## src/rtl/uart_tx_pkg.sv

```systemverilog
package uart_tx_pkg;
    typedef enum logic [2:0] {
        SEL_IDLE,
        SEL_PRE,
        SEL_BRK,
        SEL_MARK,
        SEL_DATA
    } tx_sel_e;
endpackage

```

## src/rtl/uart_tx_hold.sv

```systemverilog
module uart_tx_hold #(
    parameter int HW = 9
) (
    input  logic          clk,
    input  logic          rst_n,
    input  logic          wr,
    input  logic [HW-1:0] wr_val,
    input  logic          take,
    output logic [HW-1:0] dreg,
    output logic          empty
);
    typedef struct packed {
        logic [HW-1:0] data;
        logic          empty;
    } hold_t;

    hold_t h_d, h_q;

    always_comb begin
        h_d = h_q;
        if (take) h_d.empty = 1'b1;
        if (wr) begin
            h_d.data  = wr_val;
            h_d.empty = 1'b0;
        end
    end

    always_ff @(posedge clk or negedge rst_n) begin
        if (!rst_n) begin
            h_q.data  <= '0;
            h_q.empty <= 1'b1;
        end else begin
            h_q <= h_d;
        end
    end

    assign dreg  = h_q.data;
    assign empty = h_q.empty;

    AST_WRITE_FILLS: assert property (@(posedge clk) disable iff (!rst_n)
        wr |=> !empty);
    AST_TAKE_EMPTIES: assert property (@(posedge clk) disable iff (!rst_n)
        (take && !wr) |=> empty);
endmodule

```

## src/rtl/uart_tx_shift.sv

```systemverilog
module uart_tx_shift #(
    parameter int SW = 10,
    parameter int CW = 4
) (
    input  logic          clk,
    input  logic          rst_n,
    input  logic          tick,
    input  logic          ld_first,
    input  logic [SW-1:0] ld_rest,
    input  logic [CW-1:0] ld_len,
    output logic          txd,
    output logic          slot,
    output logic          busy
);
    typedef struct packed {
        logic [CW-1:0] cnt;
        logic [SW-1:0] sr;
        logic          line;
    } shf_t;

    shf_t s_d, s_q;

    always_comb begin
        s_d = s_q;
        if (tick) begin
            if (s_q.cnt > CW'(1)) begin
                s_d.line = s_q.sr[0];
                s_d.sr   = {1'b1, s_q.sr[SW-1:1]};
                s_d.cnt  = s_q.cnt - CW'(1);
            end else begin
                s_d.line = ld_first;
                s_d.sr   = ld_rest;
                s_d.cnt  = ld_len;
            end
        end
    end

    always_ff @(posedge clk or negedge rst_n) begin
        if (!rst_n) begin
            s_q.cnt  <= '0;
            s_q.sr   <= '1;
            s_q.line <= 1'b1;
        end else begin
            s_q <= s_d;
        end
    end

    assign txd  = s_q.line;
    assign slot = (s_q.cnt <= CW'(1));
    assign busy = (s_q.cnt != '0);

    AST_IDLE_HIGH: assert property (@(posedge clk) disable iff (!rst_n)
        !busy |-> txd);
    AST_NO_TICK_HOLD: assert property (@(posedge clk) disable iff (!rst_n)
        !$past(tick) |-> $stable(txd));
endmodule

```

## src/rtl/uart_tx_brk.sv

```systemverilog
module uart_tx_brk
    import uart_tx_pkg::*;
#(
    parameter int DW = 8
) (
    input  logic        clk,
    input  logic        rst_n,
    input  logic        bit_tick,
    input  logic        tx_en,
    input  logic        send_brk,
    input  logic        nine_bit,
    input  logic        wr_stb,
    input  logic [DW:0] wr_val,
    output logic        txd,
    output logic        hold_empty,
    output logic        all_sent
);
    localparam int HW   = DW + 1;
    localparam int SW   = DW + 2;
    localparam int FL_S = DW + 2;
    localparam int FL_L = DW + 3;
    localparam int CW   = $clog2(FL_L + 1);

    typedef struct packed {
        logic pre;
        logic lbrk;
        logic en;
    } sch_t;

    sch_t          c_d, c_q;
    tx_sel_e       sel;
    logic          slot, busy, take;
    logic [HW-1:0] dreg;
    logic          ld_first;
    logic [SW-1:0] ld_rest;
    logic [CW-1:0] ld_len, flen;

    assign take = bit_tick && slot;
    assign flen = nine_bit ? CW'(FL_L) : CW'(FL_S);

    always_comb begin
        if (!tx_en)               sel = SEL_IDLE;
        else if (c_q.pre)         sel = SEL_PRE;
        else if (send_brk)        sel = SEL_BRK;
        else if (c_q.lbrk)        sel = SEL_MARK;
        else if (!hold_empty)     sel = SEL_DATA;
        else                      sel = SEL_IDLE;
    end

    always_comb begin
        ld_first = 1'b1;
        ld_rest  = '1;
        ld_len   = '0;
        case (sel)
            SEL_PRE:  ld_len = flen;
            SEL_BRK: begin
                ld_first = 1'b0;
                ld_rest  = '0;
                ld_len   = flen;
            end
            SEL_MARK: ld_len = CW'(1);
            SEL_DATA: begin
                ld_first = 1'b0;
                ld_rest  = nine_bit ? {1'b1, dreg} : {2'b11, dreg[DW-1:0]};
                ld_len   = flen;
            end
            default: ;
        endcase
    end

    always_comb begin
        c_d     = c_q;
        c_d.en  = tx_en;
        c_d.pre = (tx_en && !c_q.en) ||
                  (c_q.pre && tx_en && !(take && sel == SEL_PRE));
        if (take) c_d.lbrk = (sel == SEL_BRK);
    end

    always_ff @(posedge clk or negedge rst_n) begin
        if (!rst_n) begin
            c_q <= '0;
        end else begin
            c_q <= c_d;
        end
    end

    uart_tx_hold #(.HW(HW)) u_hold (
        .clk    (clk),
        .rst_n  (rst_n),
        .wr     (wr_stb),
        .wr_val (wr_val),
        .take   (take && sel == SEL_DATA),
        .dreg   (dreg),
        .empty  (hold_empty)
    );

    uart_tx_shift #(.SW(SW), .CW(CW)) u_shift (
        .clk      (clk),
        .rst_n    (rst_n),
        .tick     (bit_tick),
        .ld_first (ld_first),
        .ld_rest  (ld_rest),
        .ld_len   (ld_len),
        .txd      (txd),
        .slot     (slot),
        .busy     (busy)
    );

    assign all_sent = !busy && !c_q.pre && !c_q.lbrk && hold_empty && !send_brk;

    AST_DONE_QUIET: assert property (@(posedge clk) disable iff (!rst_n)
        all_sent |-> (txd && hold_empty));
    AST_BRK_LOW: assert property (@(posedge clk) disable iff (!rst_n)
        (take && sel == SEL_BRK) |=> !txd);
    AST_PRE_HIGH: assert property (@(posedge clk) disable iff (!rst_n)
        (take && sel == SEL_PRE) |=> (txd && !all_sent));
    AST_MARK_AFTER: assert property (@(posedge clk) disable iff (!rst_n)
        (take && c_q.lbrk && tx_en && !send_brk && !c_q.pre) |=> txd);
    AST_OFF_IDLE: assert property (@(posedge clk) disable iff (!rst_n)
        (take && !tx_en) |=> txd);
endmodule

```

## config.mk

```make
export PLATFORM = sky130hd
export DESIGN_NAME = uart_tx_brk
export DESIGN_NICKNAME = d
export VERILOG_FILES = /design/src/rtl/uart_tx_pkg.sv /design/src/rtl/uart_tx_hold.sv /design/src/rtl/uart_tx_shift.sv /design/src/rtl/uart_tx_brk.sv
export SDC_FILE = /design/constraint.sdc
export NUM_CORES = 1
export LEC_CHECK = 0
export BUFFER_PORTS_ARGS = -buffer_cell sky130_fd_sc_hd__buf_2
export CORE_MARGIN = 3
export CORE_UTILIZATION = 45
export DETAILED_ROUTE_END_ITERATION = 8
export MAX_ROUTING_LAYER = met4
export PLACE_DENSITY = 0.62
export SKIP_LAST_GASP = 1
export SLEW_MARGIN = 40
export SYNTH_ARGS = -nofsm -noshare
export SYNTH_HDL_FRONTEND = slang
export SYNTH_SLANG_ARGS = --single-unit
```

## constraint.sdc

```tcl
create_clock -name clk -period 2 [get_ports clk]
set_clock_uncertainty 0.05 [all_clocks]
set_input_delay 0.2 -clock clk [delete_from_list [all_inputs] [get_ports clk]]
set_output_delay 0.2 -clock clk [all_outputs]
set_load 0.01 [all_outputs]
```

==> out/metrics.csv <==
stage,metric,value,unit
critical_path,r2r_cells,6,
synthesis,synth_area_leaders,"dfrtp_1 28%, dfstp_2 22%, mux2_2 7.9%, o221ai_1 4.9%, nor2_1 3.7%",
sta,rsz0062_at_grt,no,
sta,maxSlewHeadroom,0.573,
clocking,post_cts_buffers,0,
synthesis,ys_async_sr_fraction,1.00,
global_routing,grt_max_degree,29,
detailed_routing,avgRoutedWirePerCell,13.9,um
min_path,min-delay-start,wr_val[0],
sta,slew_violations,0,
detailed_routing,wl,2730,um
synthesis,synth-simple-area-share,0.180,
detailed_routing,num_vias,1088,
global_routing,grt_pass1_vias,1021,
placed_design,pre_cts_ws,386,ps
flow_run,cap_violations,0,
floorplan,row_count,19,
clocking,cts.repair.resized,0,
clocking,cts.htree.levels,1,
finish,antenna_cells,0,
clocking,clock-sinks,28,
outcome,outcome,"finished, final reports clean",
synthesis,muxShareOfSynthArea,0.0792,
sta,period_share,0.947,
clocking,hold_buffers,2,
critical_path,critical_path_buf_inv_count,1,
floorplan,fp.dieH,62.2,um
floorplan,die_w,62.2,um
placed_design,dpl_cell_area,1530,sq um
critical_path,path_class,flip-flop to output port,
synthesis,synth-seq-cells,28,
detailed_routing,drt_iter0_drc,25,
pwr,ir_worst_vdd,0.586,mV
synthesis,synth_top_area_share,0.281,
pwr,leakage,0.668,nW
clocking,root_buffer,clkbuf_4,
clocking,cts.clk_slew.worst_paths,150,ps
detailed_routing,drcViolationCount,0,
critical_path,rr_endpoint,u_shift.s_q[1],
sta,hold_violations,0,
critical_path,critPathLaunchType,flip-flop,
synthesis,syn_area,1420,sq um
synthesis,syn_avg_cell_area,10.3,sq um
detailed_routing,drt_pass1_iterations,4,
placed_design,gp_congestion,0.944,
critical_path,critPathMaxStageDelay,700,ps
global_routing,grt_pass1_wl,4680,um
synthesis,synth_nets,156,
synthesis,synthAdderAreaFrac,0.0176,
clocking,cts_tree,done,
synthesis,ys_types,37,
synthesis,yosys.area.top_type,dfrtp_1,
min_path,hold-path-cell-count,2,
sta,setup_violations,0,
detailed_routing,drt-vias-per-instance,5.52,
critical_path,cp_cell_sequence,nand2_1 > nor4bb_1 > buf_2,
critical_path,r2r_setup_slack,330,ps
floorplan,dieArea,3870,sq um
clocking,clockBufferDepth,2,
pwr,power_density,1170,nW/um^2
critical_path,end_kind,output port,
critical_path,r2r_start,u_shift.s_q[11],
synthesis,ys.flop_type,dfrtp_1,
floorplan,initial_core_util,0.495,
critical_path,critical_path.top_delay_family,flip-flops,
sta,setup_slack,107,ps
placed_design,io_buffers,18,
clocking,numCtsBuffers,3,
sta,period_needed,1890,ps
sta,fmax,528,MHz
critical_path,cp_max_fo,13,
critical_path,cp_slowest_cell,dfstp_2,
synthesis,ys_warn_count,0,
synthesis,syn_inst,138,
clocking,clk_latency,330,ps
finish,stdcell_area,1570,sq um
sta,tns,0,ps
floorplan,ios,19,
detailed_routing,drtAntennaViolNets,0,
critical_path,arrival,1640,ps
critical_path,crit_required,1750,ps
synthesis,synthTopCellsByCount,"16 x dfrtp_1, 14 x nor2_1, 12 x dfstp_2",
min_path,min_to,u_hold.dreg[0],
synthesis,synth_top_family_by_area,simple AND/OR/NAND/NOR gates,
min_path,holdCritPathClass,input pin to flip-flop,
synthesis,synth_xor_area_frac,0,
synthesis,synth_most_common_cell,dfrtp_1,
global_routing,grt-ovfl-total,0,
synthesis,synth_edf_count,0,
finish,fin_nets,174,
global_routing,antenna_found_initial,0,
floorplan,core-area,2880,sq um
finish,area_growth,10.6,%
global_routing,grt.total_usage,0.154,
synthesis,seq_area_frac_synth,0.503,
synthesis,synth_compound_area_frac,0.159,
placed_design,hpwlAfterDp,1940,um
sta,worst_pin_slew,640,ps
finish,layout-drive-gt1-share,0.329,
[layout make-up]
class | instances | area, sq um
clock buffer | 4 | 26.3
fill | 249 | 1300
inverter | 11 | 41.3
sequential | 28 | 716
tap | 42 | 52.6
multi-input combinational | 91 | 621
timing repair buffer | 21 | 118
[metal layers]
| layer | part of all wire | global-route usage |
|---|---|---|
| met5 | 0 | - |
| met4 | 0.021 | 0.0746 |
| met3 | 0.052 | 0.0180 |
| met2 | 0.42 | 0.214 |
| met1 | 0.50 | 0.224 |
[how the worst max path moves through the flow]
stage / from / endpoint / slack [ps] / depth (start not counted)
after floorplan: u_hold.empty / all_sent / 470 / 3
after global placement: u_shift.s_q[11] / u_shift.s_q[12] / 420 / 6
after detailed placement: u_shift.s_q[11] / u_shift.s_q[12] / 390 / 6
after CTS: u_hold.empty / all_sent / 100 / 3
after global routing: u_hold.empty / all_sent / 5 / 3
final: u_hold.empty / all_sent / 110 / 3
[through the flow]
stage / utilization / power [W] / hold slack (ps) / cells
2_1_floorplan: - / 0.00145 / -146 / 138
3_5_place_dp: 0.531 / 0.00161 / 204 / 191
3_3_place_gp: 0.531 / 0.00159 / 194 / 191
4_1_cts: 0.547 / 0.00186 / 19.4 / 197
5_1_grt: 0.547 / 0.00199 / 29.7 / 197
6_report: 0.547 / 0.00184 / 35.8 / 197
[state kept, by name, indices dropped and copies added, names as in the netlist]
register / count
c_q: 3
u_hold.dreg: 9
u_hold.empty: 1
u_shift.s_q: 14
u_shift.txd: 1
[worst reg2reg max path, cell delays in order (launching register included)]
cell	delay, ps
dfrtp_1	450
inv_1	100
ha_1	220
or2_1	190
nand3_2	230
o221ai_1	250
o21ai_0	110
[cells by family (layout without fill, tap and decap cells)]
group / Yosys count / after routing
multiplexers: 10 / 10
flip-flops: 28 / 28
AND/OR/NAND/NOR: 47 / 47
buffers and inverters: 19 / 36
AO/OA/AOI/OAI: 32 / 32
adder cells (fa/ha/maj): 2 / 2
[cell usage in the layout, fill, tap and decap left out, types with 2 or more instances in the layout]
master         count
a21oi_1            2
buf_2             18
clkbuf_4           3
dfrtp_1           16
dfstp_2           12
dlygate4sd3_1      2
ha_1               2
inv_1             11
mux2_2            10
nand2_1            9
nand3_1            2
nor2_1            14
nor2_2             2
nor3_1             8
o21ai_0            3
o21ai_1            9
o221ai_1           8
o22a_1             2
o31ai_1            2
[report_power, final]
| group | internal (W) | switching [W] | leakage, nW |
|---|---|---|---|
| Combinational | 0.000291 | 0.000338 | 0.338 |
| Sequential | 0.000800 | 0.000172 | 0.315 |
| Clock | 0.0000783 | 0.000162 | 0.0150 |
| Total | 0.00117 | 0.000672 | 0.668 |
No activity file was read; power rests on OpenSTA's default activity.
